### config.mk
export PLATFORM = sky130hd
export DESIGN_NAME = branch_predict_unit
export DESIGN_NICKNAME = d
export VERILOG_FILES = /design/src/rtl/bpu_pkg.sv /design/src/rtl/bpu_policy.sv /design/src/rtl/bpu_target.sv /design/src/rtl/bpu_resolve.sv /design/src/rtl/branch_predict_unit.sv
export SDC_FILE = /design/constraint.sdc
export NUM_CORES = 1
export LEC_CHECK = 0
export BUFFER_PORTS_ARGS = -buffer_cell sky130_fd_sc_hd__buf_2
export CAP_MARGIN = 15
export CELL_PAD_IN_SITES_DETAIL_PLACEMENT = 1
export CELL_PAD_IN_SITES_GLOBAL_PLACEMENT = 2
export CORE_MARGIN = 2
export CORE_UTILIZATION = 32
export DETAILED_ROUTE_END_ITERATION = 7
export PLACE_DENSITY_LB_ADDON = 0.15
export SLEW_MARGIN = 20
export SYNTH_ARGS = -nofsm -noshare
export SYNTH_HDL_FRONTEND = slang
export SYNTH_SLANG_ARGS = --single-unit
### constraint.sdc
create_clock -name clk -period 8.9 [get_ports clk]
set_input_delay 0.445 -clock clk [delete_from_list [all_inputs] [get_ports clk]]
set_output_delay 0.445 -clock clk [all_outputs]
set_load 0.02 [all_outputs]
### src/rtl/bpu_pkg.sv
package bpu_pkg;
  typedef enum logic [1:0] {
    MODE_FIXED_NT = 2'b00,
    MODE_DISP     = 2'b01,
    MODE_OPCODE   = 2'b10,
    MODE_RESERVED = 2'b11
  } bpu_mode_e;
endpackage

### src/rtl/bpu_policy.sv
module bpu_policy
  import bpu_pkg::*;
#(
  parameter int OPC_W  = 3,
  parameter int DISP_W = 16,
  parameter logic [(1<<OPC_W)-1:0] OPC_MAP = 8'hA6
) (
  input  logic              clk,
  input  logic              rst_n,
  input  logic [1:0]        mode,
  input  logic [OPC_W-1:0]  opcode,
  input  logic [DISP_W-1:0] disp,
  input  logic              hint,
  output logic              taken
);
  logic base_dir;
  logic hint_ok;

  always_comb begin
    base_dir = 1'b0;
    hint_ok  = 1'b0;
    case (bpu_mode_e'(mode))
      MODE_DISP: begin
        base_dir = disp[DISP_W-1];
        hint_ok  = 1'b1;
      end
      MODE_OPCODE: begin
        base_dir = OPC_MAP[opcode];
        hint_ok  = 1'b1;
      end
      default: begin
        base_dir = 1'b0;
        hint_ok  = 1'b0;
      end
    endcase
    taken = base_dir ^ (hint & hint_ok);
  end

  // fixed and reserved modes never predict taken
  p_fixed_nt_r2: assert property (@(posedge clk) disable iff (!rst_n)
    (mode == 2'b00 || mode == 2'b11) |-> !taken);

  // a loop back-edge without hint is predicted taken
  p_backedge_r3: assert property (@(posedge clk) disable iff (!rst_n)
    (mode == 2'b01 && !hint && disp[DISP_W-1]) |-> taken);
endmodule

### src/rtl/bpu_target.sv
module bpu_target #(
  parameter int PC_W   = 32,
  parameter int DISP_W = 16
) (
  input  logic [PC_W-1:0]   pc,
  input  logic [DISP_W-1:0] disp,
  input  logic              taken,
  output logic [PC_W-1:0]   fall_pc,
  output logic [PC_W-1:0]   next_pc
);
  localparam int EXT_W = PC_W - DISP_W - 2;

  logic [PC_W-1:0] offset;
  logic [PC_W-1:0] tgt_pc;

  always_comb begin
    offset  = {{EXT_W{disp[DISP_W-1]}}, disp, 2'b00};
    fall_pc = pc + PC_W'(4);
    tgt_pc  = fall_pc + offset;
    next_pc = taken ? tgt_pc : fall_pc;
  end
endmodule

### src/rtl/bpu_resolve.sv
module bpu_resolve #(
  parameter int PC_W  = 32,
  parameter int CNT_W = 16
) (
  input  logic             clk,
  input  logic             rst_n,
  input  logic             br_valid,
  input  logic             pred_taken,
  input  logic [PC_W-1:0]  fall_pc,
  input  logic             res_valid,
  input  logic             res_taken,
  input  logic [PC_W-1:0]  res_target,
  output logic             mispredict,
  output logic [PC_W-1:0]  redirect_pc,
  output logic [CNT_W-1:0] br_cnt,
  output logic [CNT_W-1:0] mis_cnt
);
  logic             pend_vld_q, pend_vld_d;
  logic             pend_tkn_q, pend_tkn_d;
  logic [PC_W-1:0]  pend_pc_q;
  logic             accept;
  logic             pend_en;
  logic             br_cnt_en, mis_cnt_en;

  always_comb begin
    mispredict  = res_valid & pend_vld_q & (res_taken ^ pend_tkn_q);
    redirect_pc = res_taken ? res_target : pend_pc_q;
    accept      = br_valid & ~mispredict;
    pend_en     = accept | res_valid;
    pend_vld_d  = accept;
    pend_tkn_d  = accept & pred_taken;
    br_cnt_en   = accept;
    mis_cnt_en  = mispredict;
  end

  always_ff @(posedge clk or negedge rst_n) begin
    if (!rst_n) begin
      pend_vld_q <= 1'b0;
      pend_tkn_q <= 1'b0;
      pend_pc_q  <= '0;
    end else begin
      if (pend_en) begin
        pend_vld_q <= pend_vld_d;
        pend_tkn_q <= pend_tkn_d;
      end
      if (accept) begin
        pend_pc_q <= fall_pc;
      end
    end
  end

  always_ff @(posedge clk or negedge rst_n) begin
    if (!rst_n) begin
      br_cnt  <= '0;
      mis_cnt <= '0;
    end else begin
      if (br_cnt_en)  br_cnt  <= br_cnt + CNT_W'(1);
      if (mis_cnt_en) mis_cnt <= mis_cnt + CNT_W'(1);
    end
  end

  // a squash leaves no branch pending
  p_squash_clears_r9: assert property (@(posedge clk) disable iff (!rst_n)
    mispredict |=> !pend_vld_q);

  // a wrong-path branch strobe is not counted
  p_wrongpath_uncounted_r9: assert property (@(posedge clk) disable iff (!rst_n)
    (mispredict && br_valid) |=> br_cnt == $past(br_cnt));

  // each mispredict pulse bumps the counter by one
  p_mis_count_r10: assert property (@(posedge clk) disable iff (!rst_n)
    mispredict |=> mis_cnt == $past(mis_cnt) + CNT_W'(1));

  // resolution with nothing pending never squashes
  p_orphan_ignored_r8: assert property (@(posedge clk) disable iff (!rst_n)
    (res_valid && !pend_vld_q) |-> !mispredict);

  // a matching resolution clears the pending branch unless a new one arrives
  p_match_clears_r7: assert property (@(posedge clk) disable iff (!rst_n)
    (res_valid && !mispredict && !br_valid) |=> !pend_vld_q);
endmodule

### src/rtl/branch_predict_unit.sv
module branch_predict_unit
  import bpu_pkg::*;
#(
  parameter int PC_W   = 32,
  parameter int DISP_W = 16,
  parameter int OPC_W  = 3,
  parameter int CNT_W  = 16,
  parameter logic [(1<<OPC_W)-1:0] OPC_MAP = 8'hA6
) (
  input  logic              clk,
  input  logic              rst_n,
  input  logic [1:0]        mode_i,
  input  logic              br_valid_i,
  input  logic [OPC_W-1:0]  br_opcode_i,
  input  logic [DISP_W-1:0] br_disp_i,
  input  logic              br_hint_i,
  input  logic [PC_W-1:0]   br_pc_i,
  input  logic              res_valid_i,
  input  logic              res_taken_i,
  input  logic [PC_W-1:0]   res_target_i,
  output logic              pred_taken_o,
  output logic [PC_W-1:0]   pred_next_pc_o,
  output logic              mispredict_o,
  output logic [PC_W-1:0]   redirect_pc_o,
  output logic [CNT_W-1:0]  branch_count_o,
  output logic [CNT_W-1:0]  mispredict_count_o
);
  logic            dir;
  logic [PC_W-1:0] fall_pc;

  bpu_policy #(
    .OPC_W(OPC_W), .DISP_W(DISP_W), .OPC_MAP(OPC_MAP)
  ) u_policy (
    .clk(clk), .rst_n(rst_n), .mode(mode_i), .opcode(br_opcode_i),
    .disp(br_disp_i), .hint(br_hint_i), .taken(dir)
  );

  bpu_target #(.PC_W(PC_W), .DISP_W(DISP_W)) u_target (
    .pc(br_pc_i), .disp(br_disp_i), .taken(dir),
    .fall_pc(fall_pc), .next_pc(pred_next_pc_o)
  );

  bpu_resolve #(.PC_W(PC_W), .CNT_W(CNT_W)) u_resolve (
    .clk(clk), .rst_n(rst_n), .br_valid(br_valid_i), .pred_taken(dir),
    .fall_pc(fall_pc), .res_valid(res_valid_i), .res_taken(res_taken_i),
    .res_target(res_target_i), .mispredict(mispredict_o),
    .redirect_pc(redirect_pc_o), .br_cnt(branch_count_o),
    .mis_cnt(mispredict_count_o)
  );

  assign pred_taken_o = dir;

  // the squash pulse never lasts two cycles without a fresh resolution
  p_pulse_r6: assert property (@(posedge clk) disable iff (!rst_n)
    (mispredict_o && !br_valid_i) |=> !mispredict_o);
endmodule

==> key figures, run 1 <==
Status
  • Outcome: finished, final reports clean

Global route
  • Overflow after GRT: 0
  • Largest net degree at the start of global routing: between 60 and 70
  • First-pass GRT wire length: ~30000 um
  • Number of global-route vias before repair: 5716
  • GR Util All Layers: about 19%
  • Antenna violations before repair: 5

Worst setup path
  • Critical path fanouts, max: 11
  • CP delay by family, top: simple AND/OR/NAND/NOR gates
  • Startpoint types: primary input
  • Crit-path slowest cell: ha_1
  • Crit end category: output port
  • Crit path largest cell delay: about 0.5 ns
  • CP Class: primary input to output port
  • Crit path buffers/inverters: 3
  • Critical path required time: 8.46 ns
  • Crit path cell chain: buf_2 -> and3_2 -> and3_1 -> nand2_2 -> nor3_2 -> nand2_1 -> xor2_1 -> inv_1 -> ha_1 -> nand2_1 -> or3_1 -> or3b_1 -> o311ai_1 -> xnor2_1 -> buf_2
  • WP data arrival: about 4.2 ns

Synth
  • Avg Cell Area, Syn: 8.37 um^2
  • Post-synth EDFFs: 0
  • Yosys reg bits: 66
  • Area contributors post-synth: dfrtp_1, ha_1, xnor2_1
  • Syn nets: around 830
  • Cell Area, Synth: 5820 um^2
  • Top cell type by total area after synthesis: dfrtp_1
  • Commonest cells post-synth: nand2_1, dfrtp_1, nor2_1, xnor2_1, a21oi_1
  • Yosys cell types: ~70
  • Most frequent cell after synthesis: nand2_1
  • Synth Flop Type: dfrtp_1
  • Synth async-reset ratio: 100%
  • Sequential share of the synthesized area: 28.4%
  • Top-area cell type share of the netlist area: between 20% and 30%
  • Gate Count Post-Synth: around 700
  • Yosys warnings: 0

Power and ir drop
  • P_int: 0.731 mW
  • Sequential Power Share: between 30% and 40%
  • Clock share of power: a little over a quarter
  • Peak supply drop: ~110 uV
  • Final Power: 1.19 mW
  • Leak: approximately 3.5 nW
  • Cell Pwr Density: ~170 nW/um^2
  • P_sw: ~0.46 mW
  • Sw Ratio: roughly 39%
  • Combinational share of power: 40.5%

Finish
  • Area used by multi-input combinational logic: just under 4000 um^2
  • Finished Layout Cells: roughly 1.1k
  • Syn-to-layout area delta: 23.4%
  • Register area: about 1700 um^2
  • Layout cells sized above 1: between 20 and 30%
  • Fillers: 2221
  • Total Nets Final: 1000

Timing
  • Setup Total Neg Slack: 0 ns
  • Final Slew Violations: 0
  • Transition time of the tightest slew-check pin: 0.920 ns
  • Fin crit period: 4.64 ns
  • Setup Skew: about 0.0046 ns
  • Max Fclk: between 200 and 250 MHz
  • Final Cycle Share: approximately 52%
  • RSZ-0062 raised after global routing: false
  • Final hold vios: 0
  • # setup viols final: 0
  • Relative slew slack: 38.6%

Floorplanning
  • Die outline width: roughly 140 um
  • Core box area: 17900 um^2
  • # rows: between 40 and 50
  • Starting Density: 32.5%
  • Die Height: about 140 um
  • Die Area: 19300 um^2
  • Top-level I/O count: between 150 and 200

Hold path
  • Hold Crit Class: primary input to async pin

Clock network
  • Post-CTS Hold Buffers: 0
  • Clock buffer depth: 2
  • Clk Latency, worst-skew pair: ~0.32 ns
  • Clock-pin transition on the worst setup and hold timing paths: around 0.05 ns
  • CTS Root Cell: clkbuf_16
  • H-tree levels: 3
  • Num CTS Buffers: 9
  • Postcts setup bufs: 0
  • Post-CTS sizing: 0
  • TritonCTS clock tree: built
  • Sink Count: between 60 and 70

Drt
  • Wire length per cell: roughly 17 um
  • Vias per cell: a little over 5
  • # DRC: 0
  • DRT iter0 DRCs: between 200 and 250
  • DR pass1 iterations: 4
  • DR vias: 5685
  • Post-Route WL: ~19000 um
  • Antenna Nets Post-Route: 0

Placed design
  • Final HPWL from detailed placement: around 16000 um
  • GPL Wtd Cong: 0.860
  • Port bufs: approximately 190
  • Cell count after placement: 1085

Flow run
  • Max Cap Viol: 0
==> per-layer routing <==
layer | routed length (um) | vias up | GRT usage [%]
met1 | 8910 | 2740 | 26.0
li1 | - | 2780 | -
met4 | 571 | 0 | 7.60
met2 | 9040 | 131 | 32.3
met3 | 627 | 34 | 2.21
met5 | 0 | - | 0
==> cell type report <==
class | count | share of cell area [%]
multi-input combinational | 569 | 54.2
sequential | 66 | 23.0
timing repair buffer | 191 | 13.4
tap | 229 | 3.99
clock buffer | 13 | 3.63
inverter | 30 | 1.57
antenna | 5 | 0.174
==> kinds of logic (layout without fill, tap and decap cells) <==
group	after synthesis	in the layout	share of synthesized area, %
AOI/OAI and AO/OA	146	146	16.7
xor gates and xnor gates	83	83	12.6
adders and majority gates	42	42	9.16
buffers and inverters	60	234	4.75
DFF	66	66	28.4
muxes	36	36	6.93
other	0	5	0
and+or+nand+nor	262	262	21.4
==> final timing paths <==
kind	startpoint	to	slack [ns]	cells past startpoint
max in group asynchronous	rst_n	u_resolve.pend_pc_q[21]	8.02	2
hold reg to reg	u_resolve.mis_cnt[15]	u_resolve.mis_cnt[15]	0.47	1
setup reg to reg	u_resolve.pend_tkn_q	u_resolve.br_cnt[15]	6.64	7
hold / removal	rst_n	u_resolve.mis_cnt[13]	0.30	2
setup / recovery	br_pc_i[5]	pred_next_pc_o[31]	4.26	15
min in group clk	res_valid_i	u_resolve.pend_vld_q	0.34	2
==> flip-flops by register name (all words and copies together), names as in the netlist <==
name / flops
u_resolve.br_cnt: 16
u_resolve.mis_cnt: 16
u_resolve.pend_vld_q: 1
u_resolve.pend_pc_q: 32
u_resolve.pend_tkn_q: 1
==> worst reg2reg max path, cell delays in order, from the launching register on <==
cell	delay, ns
dfrtp_1	0.38
xor2_1	0.14
and3_1	0.31
nand2b_4	0.44
or2_4	0.41
nor3_4	0.19
nand3_1	0.13
xnor2_1	0.14
==> cell usage in the layout, fill, tap and decap left out, types with 5 or more instances in the layout <==
master       n
buf_2      188
nand2_1    107
dfrtp_1     66
xnor2_1     53
nor2_1      53
a21oi_1     49
o21ai_0     41
ha_1        41
mux2_2      34
nand3_1     33
inv_1       30
xor2_1      29
nand4_1     15
and3_1      13
clkbuf_16    9
a21o_1       8
and4_1       6
nor3_1       6
diode_2      5
nand2b_1     5
o21bai_1     5
==> metrics by stage <==
step | util, % | cell area [um^2] | hold slack (ns) | worst slack, ns
global placement | 38.6 | 6900 | 0.453 | 4.32
global route | 40.1 | 7180 | 0.335 | 4.10
detailed placement | 38.6 | 6900 | 0.463 | 4.31
CTS | 40.0 | 7160 | 0.325 | 4.31
finish | 40.1 | 7180 | 0.297 | 4.26
floorplan | - | 5820 | 0.149 | 5.06
==> power groups by stage <==
stage               clock network [mW]  registers [mW]  logic (mW)
floorplan                            0           0.418       0.299
global placement                     0           0.400       0.478
detailed placement                   0           0.403       0.486
CTS                              0.322           0.399       0.489
global route                     0.333           0.406       0.532
finish                           0.312           0.398       0.484
Power figures use the tool's default switching activity.
==> run 2: changes to the inputs <==
--- a/config.mk
+++ b/config.mk
@@ -10,7 +10,7 @@
 export CELL_PAD_IN_SITES_DETAIL_PLACEMENT = 1
 export CELL_PAD_IN_SITES_GLOBAL_PLACEMENT = 2
 export CORE_MARGIN = 2
-export CORE_UTILIZATION = 32
+export CORE_UTILIZATION = 27
 export DETAILED_ROUTE_END_ITERATION = 7
 export PLACE_DENSITY_LB_ADDON = 0.15
 export SLEW_MARGIN = 20
==> constraint.sdc (replaced) <==
create_clock -name clk -period 3.7 [get_ports clk]
set_input_delay 0.185 -clock clk [delete_from_list [all_inputs] [get_ports clk]]
set_output_delay 0.185 -clock clk [all_outputs]
set_load 0.02 [all_outputs]
==> run 2 against run 1 <==
Compared with the run above:
- the flow now finishes with violations (negative hold slack)
- non-clock buffer count is 52 higher
- sequential share of layout area shrank 1.9 points
- clock skew hardly changed
- die area rose by 18%
- clock-buffer cell count unchanged
- cell count is 9.0% higher
- combinational power grew to 2.6 times the previous value
- clock power rose to 2.8 times the previous value
- largest power group unchanged
==> key figures, run 2 (synthesis gave the netlist of run 1 again) <==
Timing
  • RSZ-0062 raised after global routing: true
  • Setup Total Neg Slack: 0 ns
  • Transition time of the tightest slew-check pin: ~0.91 ns
  • Final hold vios: 9
  • # setup viols final: 0
  • Fin crit period: 3.58 ns
  • Worst Hold Slack: -0.0128 ns
  • Relative slew slack: about two fifths
  • Max Fclk: around 280 MHz
  • Setup Skew: between 0.005 and 0.006 ns
  • Final Slew Violations: 0
  • Final Cycle Share: just under 100%

Flow run
  • Max Cap Viol: 0

Worst setup path
  • CP Class: primary input to output port
  • CP delay by family, top: compound AO/OA/AOI/OAI gates
  • Critical path required time: around 3.5 ns
  • Critical path fanouts, max: 5
  • Crit path buffers/inverters: 2
  • Reg2reg end: u_resolve.br_cnt[15]
  • Crit path cell chain: buf_2 -> and3_2 -> and3_2 -> and3_1 -> nand3_1 -> xnor2_2 -> ha_1 -> a21o_1 -> a21o_1 -> a2111oi_4 -> o21ai_1 -> a41oi_2 -> xnor2_1 -> nor2_1 -> a21oi_1 -> buf_2
  • Reg2reg path depth: 7
  • RR Startpoint: u_resolve.pend_tkn_q
  • Crit-path slowest cell: a2111oi_4
  • Startpoint types: primary input
  • WP data arrival: approximately 3.4 ns
  • Crit end category: output port
  • Reg2reg setup slack: around 1.5 ns
  • Crit path largest cell delay: between 0.3 and 0.4 ns

Global route
  • First-pass GRT wire length: 31900 um
  • Overflow after GRT: 0
  • GR Util All Layers: about 18%
  • Largest net degree at the start of global routing: 62
  • Antenna violations before repair: 3
  • Number of global-route vias before repair: about 6.1k

Placed design
  • Final HPWL from detailed placement: ~17000 um
  • Port bufs: approximately 190
  • GPL Wtd Cong: between 0.9 and 1

Clock network
  • CTS Root Cell: clkbuf_16
  • Sink Count: between 60 and 70
  • TritonCTS clock tree: built
  • Num CTS Buffers: 9
  • Clk Latency, worst-skew pair: 0.33 ns
  • Clock buffer depth: 2
  • Post-CTS Hold Buffers: 0
  • Clock-pin transition on the worst setup and hold timing paths: approximately 0.050 ns
  • H-tree levels: 3

Finish
  • Most common cell after layout, fill and taps aside: buf_2
  • Register area: about 1700 um^2
  • Final Util: between 30% and 40%
  • Syn-to-layout area delta: 34.5%
  • Max reg flops: 32
  • Most flops, register: u_resolve.pend_pc_q
  • Area used by multi-input combinational logic: 4030 um^2
  • Layout cells sized above 1: between 30% and 40%
  • Largest regs: u_resolve.pend_pc_q (32), u_resolve.br_cnt (16), u_resolve.mis_cnt (16)
  • Total Nets Final: around 1.1k
  • Commonest non-fill, non-tap cells in the layout: buf_2, nand2_1, dfrtp_1
  • Fillers: about 2.6k

Drt
  • DRT iter0 DRCs: 180
  • DR pass1 iterations: 4
  • Vias per cell: roughly 4.8
  • Post-Route WL: between 20000 and 25000 um
  • # DRC: 0
  • Antenna Nets Post-Route: 0
  • DR vias: just under 6k
  • Wire length per cell: roughly 17 um

Hold path
  • Hold Crit Class: primary input to async pin

Power and ir drop
  • Final Power: between 3 and 4 mW
  • Peak supply drop: 174 uV
  • Leak: 3.77 nW
  • Cell Pwr Density: approximately 400 nW/um^2

Status
  • Failing checks: negative hold slack
  • Outcome: finished with violations

Floorplanning
  • Top-level I/O count: 189
  • Starting Density: around 28%
  • Die Area: between 20000 and 25000 um^2
  • Die Height: 151 um
  • # rows: between 50 and 60
  • Core box area: between 20000 and 25000 um^2
  • Die outline width: roughly 150 um
[run 2: metal layers]
| layer | track usage [%] | part of all wire (%) |
|---|---|---|
| met5 | 0 | 0 |
| met4 | 5.84 | 2.1 |
| met3 | 2.08 | 4.5 |
| met2 | 29.3 | 46 |
| met1 | 25.0 | 47 |
[run 2: stage by stage]
step	std cells	instance area [um^2]	setup WS (ns)	hold WS, ns
floorplan	695	5820	0.383	-0.111
global route	1202	7820	-0.0557	0.0595
finish	1202	7820	0.124	-0.0128
detailed placement	1179	7320	-0.0327	0.385
CTS	1195	7650	0.0211	0.0233
global placement	1179	7320	0.0769	0.372
[run 2: worst max path at each step]
stage,cells past startpoint,start,endpoint
5_1_grt,15,br_pc_i[12],pred_next_pc_o[31]
6_report,16,br_pc_i[4],pred_next_pc_o[22]
4_1_cts,15,br_pc_i[12],pred_next_pc_o[31]
3_5_place_dp,17,br_pc_i[4],pred_next_pc_o[29]
2_1_floorplan,15,br_pc_i[7],pred_next_pc_o[29]
3_3_place_gp,17,br_pc_i[4],pred_next_pc_o[28]
[run 2: area by class of cell]
cell class / instances / share of cell area, %
timing repair buffer: 243 / 17.3
inverter: 30 / 1.44
antenna: 3 / 0.0960
clock inverter: 3 / 0.576
multi-input combinational: 569 / 51.5
clock buffer: 13 / 3.58
tap: 275 / 4.40
sequential: 66 / 21.1
[run 2: report_power, final]
group / total [mW] / internal, mW / switching (mW)
sequential: 0.950 / 0.837 / 0.113
clock: 0.889 / 0.594 / 0.295
combinational: 1.24 / 0.492 / 0.749
[run 2: what timing repair did]
action / 4_1_cts / 5_1_grt
gates resized for setup: 3 / 35
setup buffers: 0 / 4
endpoints found under the setup margin: 3 / 11
pin swaps: 0 / 10
